===== config.mk =====
export PLATFORM = sky130hd
export DESIGN_NAME = can_dual_link
export DESIGN_NICKNAME = d
export VERILOG_FILES = /design/src/rtl/can_link_pkg.sv /design/src/rtl/dom_timeout.sv /design/src/rtl/fb_mask.sv /design/src/rtl/sbat_filter.sv /design/src/rtl/can_dual_link.sv
export SDC_FILE = /design/constraint.sdc
export NUM_CORES = 1
export LEC_CHECK = 0
export BUFFER_PORTS_ARGS = -buffer_cell sky130_fd_sc_hd__buf_2
export CAP_MARGIN = 20
export CORE_AREA = 2 2 81 83
export DETAILED_ROUTE_END_ITERATION = 10
export DIE_AREA = 0 0 83 85
export PLACE_DENSITY = 0.73
export SYNTH_ARGS = -nofsm -noshare
export SYNTH_HDL_FRONTEND = slang
export SYNTH_SLANG_ARGS = --single-unit

===== constraint.sdc =====
create_clock -name clk -period 2.7 [get_ports clk]
set_input_delay 0.27 -clock clk [delete_from_list [all_inputs] [get_ports clk]]
set_output_delay 0.27 -clock clk [all_outputs]
set_load 0.01 [all_outputs]

===== src/rtl/can_link_pkg.sv =====
// Package: shared channel numbering for the dual-bus repeater logic.
// Assumes exactly two bus segments and four time-out channels.
package can_link_pkg;
    localparam int NBUS = 2;
    localparam int NCH  = 4;

    // Timer channel order: local transmit, expansion transmit, bus A, bus B.
    typedef enum logic [1:0] {
        CH_LOC   = 2'd0,
        CH_EXP   = 2'd1,
        CH_BUS_A = 2'd2,
        CH_BUS_B = 2'd3
    } tmr_ch_e;
endpackage


===== src/rtl/dom_timeout.sv =====
// Module: dominant time-out filter for one active-low line.
// Passes the input through until it has been dominant at LIMIT consecutive
// clock edges, then forces recessive until the input reads recessive at an edge.
// Assumes LIMIT >= 1.
module dom_timeout #(
    parameter int LIMIT = 4096
) (
    input  logic clk,
    input  logic rst_n,
    input  logic d_n,
    output logic q_n
);
    localparam int W = $clog2(LIMIT + 1);

    logic [W-1:0] cnt;
    logic         expired;

    assign expired = (cnt == W'(LIMIT));

    // Count dominant edges, saturate at the limit, clear on recessive.
    always_ff @(posedge clk) begin
        if (!rst_n)        cnt <= '0;
        else if (d_n)      cnt <= '0;
        else if (!expired) cnt <= cnt + 1'b1;
    end

    assign q_n = d_n | expired;

    // once cut, output stays recessive while input stays dominant
    a_r7_stays_cut: assert property (@(posedge clk) disable iff (!rst_n)
        (!d_n && !$past(d_n) && $past(q_n)) |-> q_n);

    // one recessive edge re-arms, a fresh dominant passes through
    a_r8_rearm: assert property (@(posedge clk) disable iff (!rst_n)
        ($past(d_n) && !d_n) |-> !q_n);
endmodule


===== src/rtl/fb_mask.sv =====
// Module: feedback-suppression mask for one bus.
// Mask is active while this unit drives the bus and for REL edges after.
// Assumes REL >= 1.
module fb_mask #(
    parameter int REL = 4
) (
    input  logic clk,
    input  logic rst_n,
    input  logic drive_dom,
    output logic mask
);
    localparam int W = $clog2(REL + 1);

    logic [W-1:0] hold;

    // Reload while driving, then count down to zero.
    always_ff @(posedge clk) begin
        if (!rst_n)          hold <= '0;
        else if (drive_dom)  hold <= W'(REL);
        else if (hold != '0) hold <= hold - 1'b1;
    end

    assign mask = drive_dom | (hold != '0);

    // the end of a drive never unmasks in the same cycle
    a_r6_hold_after_drive: assert property (@(posedge clk) disable iff (!rst_n)
        $fell(drive_dom) |-> mask);
endmodule


===== src/rtl/sbat_filter.sv =====
// Module: debounce for one short-to-battery flag.
// off rises after DEB consecutive edges with the flag set and clears at the
// first edge where the flag reads low. Assumes DEB >= 1.
module sbat_filter #(
    parameter int DEB = 16
) (
    input  logic clk,
    input  logic rst_n,
    input  logic flag,
    output logic off
);
    localparam int W = $clog2(DEB + 1);

    logic [W-1:0] cnt;

    assign off = (cnt == W'(DEB));

    // Count consecutive flagged edges, saturating at DEB.
    always_ff @(posedge clk) begin
        if (!rst_n)    cnt <= '0;
        else if (!flag) cnt <= '0;
        else if (!off)  cnt <= cnt + 1'b1;
    end

    // a driver is only cut after the flag was seen set
    a_r10_needs_flag: assert property (@(posedge clk) disable iff (!rst_n)
        off |-> $past(flag));
endmodule


===== src/rtl/can_dual_link.sv =====
// Module: dual-bus CAN repeater logic unit (top).
// Routes dominant levels between the controller, the expansion pins and two
// buses with no priority. All levels are active-low (0 = dominant). Drive
// requests are registered; receive lines are combinational.
// Assumes the comparator inputs are already synchronous to clk.
module can_dual_link
    import can_link_pkg::*;
#(
    parameter int TIMEOUT_CYC       = 4096,
    parameter int FB_RELEASE_CYC    = 4,
    parameter int SBAT_DEBOUNCE_CYC = 16
) (
    input  logic clk,
    input  logic rst_n,
    input  logic tx_loc_n,
    input  logic tx_exp_n,
    input  logic rxc_a_n,
    input  logic rxc_b_n,
    input  logic en_a_n,
    input  logic en_b_n,
    input  logic therm_sd,
    input  logic sbat_a,
    input  logic sbat_b,
    output logic drv_a_n,
    output logic drv_b_n,
    output logic rxd_n,
    output logic rxe_n
);
    logic [NBUS-1:0] en, cmp_dom, sbat, sb_off, mask, drv_q, want, out_dom;
    logic [NCH-1:0]  tin_n, tout_n;
    logic            tl, te, ra, rb;

    assign en      = {~en_b_n, ~en_a_n};
    assign cmp_dom = {~rxc_b_n, ~rxc_a_n};
    assign sbat    = {sbat_b, sbat_a};

    // Timer inputs: transmit lines as-is, receivers gated by enable and mask.
    assign tin_n[int'(CH_LOC)]   = tx_loc_n;
    assign tin_n[int'(CH_EXP)]   = tx_exp_n;
    assign tin_n[int'(CH_BUS_A)] = ~(en[0] & cmp_dom[0] & ~mask[0]);
    assign tin_n[int'(CH_BUS_B)] = ~(en[1] & cmp_dom[1] & ~mask[1]);

    for (genvar c = 0; c < NCH; c++) begin : g_tmr
        dom_timeout #(.LIMIT(TIMEOUT_CYC)) u_tmr (
            .clk  (clk),
            .rst_n(rst_n),
            .d_n  (tin_n[c]),
            .q_n  (tout_n[c])
        );
    end

    assign tl = ~tout_n[int'(CH_LOC)];
    assign te = ~tout_n[int'(CH_EXP)];
    assign ra = ~tout_n[int'(CH_BUS_A)];
    assign rb = ~tout_n[int'(CH_BUS_B)];

    // Routing: each bus takes both transmit lines and the opposite bus.
    assign want[0] = en[0] & (tl | te | rb);
    assign want[1] = en[1] & (tl | te | ra);

    // Register the drive requests, cleared by reset.
    always_ff @(posedge clk) begin
        if (!rst_n) drv_q <= '0;
        else        drv_q <= want;
    end

    for (genvar b = 0; b < NBUS; b++) begin : g_bus
        sbat_filter #(.DEB(SBAT_DEBOUNCE_CYC)) u_sb (
            .clk  (clk),
            .rst_n(rst_n),
            .flag (sbat[b]),
            .off  (sb_off[b])
        );

        assign out_dom[b] = drv_q[b] & ~therm_sd & ~sb_off[b];

        fb_mask #(.REL(FB_RELEASE_CYC)) u_fb (
            .clk      (clk),
            .rst_n    (rst_n),
            .drive_dom(out_dom[b]),
            .mask     (mask[b])
        );
    end

    assign drv_a_n = ~out_dom[0];
    assign drv_b_n = ~out_dom[1];

    // Receive lines: expansion output leaves out the expansion transmit input.
    assign rxd_n = ~rst_n | ~(tl | te | ra | rb);
    assign rxe_n = ~rst_n | ~(tl | ra | rb);

    // a bus disabled at the previous edge is not driven
    a_r5_dis_a: assert property (@(posedge clk) disable iff (!rst_n)
        $past(en_a_n) |-> drv_a_n);
    a_r5_dis_b: assert property (@(posedge clk) disable iff (!rst_n)
        $past(en_b_n) |-> drv_b_n);

    // thermal shutdown keeps both drivers recessive
    a_r9_therm: assert property (@(posedge clk) disable iff (!rst_n)
        therm_sd |-> (drv_a_n && drv_b_n));

    // reset holds the receive lines high and clears the drivers
    a_r11_por_rx: assert property (@(posedge clk)
        !rst_n |-> (rxd_n && rxe_n));
    a_r11_por_drv: assert property (@(posedge clk)
        !rst_n |=> (drv_a_n && drv_b_n));
endmodule


### Word level (Yosys, flattened, before mapping)

Cells that the tools add are included.

| storage, ports and cells | value |
|---|---|
| register bits | 70 |
| input port bits | 11 |
| output and inout port bits | 4 |
| logic and storage cells | 85 |

| cells by class | value |
|---|---|
| add/sub/neg operators | 8 |
| equality and inequality tests | 6 |
| multiplexer cells | 4 |
| bitwise operators | 44 |
| reduce and logical (&&, ||, !) cells | 12 |

Operator list:

| cell | count |
|---|---|
| 13-bit by 1-bit adder with 13-bit output, second input constant | 4 |
| 13-bit equality test, second input constant | 4 |
| 1-bit inverter | 20 |
| 1-bit bitwise OR | 14 |
| 3-bit two-way mux | 4 |
| 5-bit by 1-bit adder with 5-bit output, second input constant | 2 |
| 1-bit AND | 10 |
| 5-bit equality test, second input constant | 2 |
| 2-bit AND reduction | 4 |
| 2-bit OR reduction | 4 |
| 3-bit nonzero test | 2 |
| 3-bit by 1-bit subtractor with 3-bit output, second input constant | 2 |
| 2-bit nonzero test | 2 |

### Logic depth before layout (Yosys ltp)

| depth | value |
|---|---|
| word-level depth | 13 |
| depth in mapped cells | 8 |

### By module

From an unflattened synthesis, not the netlist that was laid out.

| second synthesis, totals | value |
|---|---|
| cells, all modules | 419 |
| area, all modules | 3708.6 um2 |

By module, submodules not included:

| module | times used | cells an instance | area each (um2) | seq. area each (um2) |
|---|---|---|---|---|
| dom_timeout | 4 | 80 | 691.9 | 260.2 |
| sbat_filter | 2 | 24 | 236.5 | 100.1 |
| fb_mask | 2 | 18 | 175.2 | 60.1 |
| can_dual_link | 1 | 15 | 117.6 | 40.0 |

### Worst setup path before layout

Ideal clock, no wire load.

| timing | value |
|---|---|
| path kind | reg-to-output |
| from | reg g_bus[1].u_sb.cnt[0] |
| to | out rxd_n |
| data arrival time | 1.784 ns |
| path slack | 0.646 ns |
| cell stages (with the launch flop) | 8 |
| buffers on the path | 1 |
| cell sequence | dfxtp_1 inv_1 ha_1 and4bb_4 or3b_1 buf_2 a32o_1 o21ai_0 |

| between the ends | value |
|---|---|
| word-level cells in the longest chain between the ends | 12 |

Ends and longest elaborated chain:

| item | RTL line | text |
|---|---|---|
| from (decl) | sbat_filter.sv:14 | `logic [W-1:0] cnt;` |
| from (signal assigned) | sbat_filter.sv:22 | `else if (!off) cnt <= cnt + 1'b1;` |
| 5-bit equality test | sbat_filter.sv:16 | `assign off = (cnt == W'(DEB));` |
| 1-bit inverter | can_dual_link.sv:75 | `assign out_dom[b] = drv_q[b] & ~therm_sd & ~sb_off[b];` |
| 1-bit AND | can_dual_link.sv:75 |  |
| 1-bit bitwise OR | fb_mask.sv:23 | `assign mask = drive_dom \| (hold != '0);` |
| 1-bit inverter | can_dual_link.sv:41 | `assign tin_n[int'(CH_BUS_B)] = ~(en[1] & cmp_dom[1] & ~mask[1]);` |
| 1-bit AND | can_dual_link.sv:41 |  |
| 1-bit inverter | can_dual_link.sv:41 |  |
| 1-bit bitwise OR | dom_timeout.sv:27 | `assign q_n = d_n \| expired;` |
| 1-bit inverter | can_dual_link.sv:55 | `assign rb = ~tout_n[int'(CH_BUS_B)];` |
| 1-bit bitwise OR | can_dual_link.sv:89 | `assign rxd_n = ~rst_n \| ~(tl \| te \| ra \| rb);` |
| 1-bit inverter | can_dual_link.sv:89 |  |
| 1-bit bitwise OR | can_dual_link.sv:89 |  |
| to (decl) | can_dual_link.sv:26 | `output logic rxd_n,` |

No other way between the ends.

### Final worst setup path

Ends and elaborated chain as after synthesis.

==> metrics.yaml <==
finalHoldViolations: 0
comb_power_share: 0.119
synth_enable_flop_cells: 0
largest_vdd_supply_drop_uv: 376
grt_antenna_before_repair: 0
h-tree-depth: 3
globalRouteTotalUtil: 0.178
routed_wirelength_um: 6070
synthArstFlopShare: 0
total_standard_cell_area_after_synthesis_um2: 3320
post-route-util: 0.589
synth_compound_gate_area_share: 0.0483
floorplan.initialDensity: 0.534
tightest_slew_ns: 0.525
power_frac_seq: 0.490
sequential_fraction_of_the_synthesis_area: 0.423
regToRegStartpoint: "g_bus[0].u_fb.hold[0]$_SDFFE_PP0P_"
power.leakage_nw: 1.34
ios: 15
clockPowerShare: 0.391
synth_area_per_cell_um2: 8.73
synth-simple-area-share: 0.269
max_clock_freq_mhz: 392
cell_depth_of_the_worst_min_delay_path: 2
grt.overflow.total: 0
dr_drc_count: 0
synth_ff_type: "dfxtp_1"
vias: 2588
gp_congestion: 0.798
floorplan.die.width_um: 83
synth_cells: 380
synth.distinct_cells: 38
post-cts-setup-buffer-count: 0
fraction_of_layout_instances_using_a_drive_strength_above_1: 0.0823
path_class: "register to primary output"
ant_diodes: 0
cts_tree: "done"
placementRows: 29
crit-reg2reg-capture: "g_tmr[2].u_tmr.cnt[2]$_SDFFE_PN0P_"
hpwl_after_detailed_placement_um: 4310
drt-wirelength-per-cell_um: 12.7
relative_slew_margins: 0.649
netlist_top_cells_area: "dfxtp_1 42%, xor2_1 7.7%, nor2_1 6.9%"
post_cts.resized_instances: 0
grt_max_degree: 14
vias_per_cell: 5.41
most_frequent_cell_after_synthesis: "dfxtp_1"
worst_clock_skew_ns: 0.00803
grt_pass1_vias: 2357
start_kind: "register"
port-buffer-count: 14
detail_route.first_pass.iterations: 4
setup_viol_count_final: 0
numCtsBuffers: 9
whs_endpoint: "drv_q[1]$_SDFF_PN0_"
clk_root_buffer_cell: "clkbuf_8"
syn_nets: 409
report.final.slew_viol_count: 0
post-route-period-util: 0.945
synth_top_family_by_area: "simple AND/OR/NAND/NOR gates"
power_per_cell_area_nw_per_um2: 612
worst_hold_startpoint: "en_b_n"
post_synth_xor_area_fraction: 0.129
drt_first_iter_violations: 73
timing.max_cap.violations: 0
worst_ep_arrival_time_ns: 2.28
status: "finished, final reports clean"
antenna_violating_nets_remaining: 0
yosys-top-cells-count: "70 x dfxtp_1, 61 x nor2_1, 29 x xor2_1"
instances_no_fill: 478
cts.sink_count: 70
first_pass_grt_wire_length_um: 10200
floorplan.die.height_um: 85
time_the_final_worst_path_needs_with_i_o_delays_and_setup_ns: 2.55
place_inst: 462
synth_seq_cells: 70
syn_to_final_growth_pct: 10.2
yosys.area.top_type_share: 0.423
power.switching_mw: 0.592
rr_worst_depth: 6
path_max_fanout: 6
swShare: 0.265
coreArea_um2: 6200
area_of_the_die_um2: 7060
required_time_at_the_worst_slack_endpoint_ns: 2.43
synthMuxAreaShare: 0.0211
clk_pin_slew_ns: 0.08
cp_endpoint_kind: "primary output"
synth_fa_ha_area_frac: 0.0679
yosysWarningCount: 0
hp-class: "primary input to register"
fin_tns_setup_ns: 0
grt_setup_unrepaired: "false"
max-clock-path-buffers: 2
yosysTopAreaCell: "dfxtp_1"
num-nets-final: 425
setup_ws_ns: 0.149
cts_hold_repair.buffers: 0
clock_latency_ns: 0.36
cellInternalPower_mw: 1.64
place_ws_ns: 0.510
reg2reg_slack_ns: 0.70
[layout make-up]
type	count	area, µm²
Fill cell	556	2550
Clock inverter	6	70.1
Tap cell	77	96.3
Sequential cell	70	1400
Multi-Input combinational cell	274	1780
Inverter	27	101
Timing Repair Buffer	14	70.1
Clock buffer	10	138
[logic make-up (layout without fill, tap and decap cells)]
logic type,Yosys count,count (layout)
buffers and inverters,36,57
adder cells (fa/ha/maj),18,18
multiplexers,7,7
XOR/XNOR,49,49
flip-flops,70,70
AO/OA/AOI/OAI,27,27
AND/OR/NAND/NOR,173,173
[registers in the layout, summed over array words and instances (netlist names)]
signal	flops
g_bus.u_fb.hold	6
g_bus.u_sb.cnt	10
g_tmr.u_tmr.cnt	52
drv_q	2
[metal layers]
| layer | vias to the layer above | global-route usage | share of wire |
|---|---|---|---|
| met5 | - | 0 | 0 |
| met4 | 0 | 0.0999 | 0.021 |
| met3 | 12 | 0.0409 | 0.039 |
| met2 | 48 | 0.277 | 0.44 |
| met1 | 1210 | 0.228 | 0.50 |
| li1 | 1318 | - | - |
[worst max-delay path, stage by stage, from the launching register on]
cell	delay (ns)
dfxtp_1	0.36
inv_1	0.08
ha_1	0.19
and4bb_4	0.22
or3b_1	0.45
a32o_1	0.27
o21ai_0	0.18
buf_2	0.16
[power by group through the flow]
stage	sequential [mW]	clock, mW	combinational [mW]
finish	1.09	0.874	0.266
global route	1.10	0.935	0.304
CTS	1.09	0.890	0.267
detailed placement	1.12	0	0.262
global placement	1.12	0	0.248
floorplan	1.11	0	0.210
[per-stage QoR]
stage | instance area (µm²) | hold WS (ns) | power [mW]
finish | 3650 | 0.113 | 2.23
detailed placement | 3440 | 0.476 | 1.38
floorplan | 3320 | 0.349 | 1.32
CTS | 3650 | 0.102 | 2.25
global route | 3650 | 0.110 | 2.34
global placement | 3440 | 0.466 | 1.36
[cells in the final DEF (no fill, tap or decap), types with 2 or more instances in the layout]
master	count
a21oi_1	14
and3_1	6
and4_1	5
buf_2	14
clkbuf_8	10
clkinvlp_4	3
dfxtp_1	70
ha_1	18
inv_1	27
mux2i_1	7
nand2_1	20
nand2b_1	4
nand3_1	27
nand3b_1	3
nand4_1	9
nor2_1	61
nor3_1	10
nor3b_1	2
nor4_1	8
nor4b_1	6
o21ai_0	6
or3_1	4
xnor2_1	20
xor2_1	29
[worst max path at each step]
stage,start,endpoint,slack (ns),cells past startpoint
2_1_floorplan,g_bus[1].u_sb.cnt[0]$_SDFFE_PN0P_,rxd_n,0.65,7
3_3_place_gp,g_bus[1].u_sb.cnt[0]$_SDFFE_PN0P_,rxd_n,0.54,7
3_5_place_dp,g_bus[1].u_sb.cnt[0]$_SDFFE_PN0P_,rxd_n,0.51,7
4_1_cts,g_bus[1].u_sb.cnt[0]$_SDFFE_PN0P_,rxd_n,0.12,7
5_1_grt,g_tmr[1].u_tmr.cnt[0]$_SDFFE_PP0N_,rxd_n,0.007,7
6_report,g_bus[1].u_sb.cnt[0]$_SDFFE_PN0P_,rxd_n,0.15,7
No activity file was read; power rests on OpenSTA's default activity.
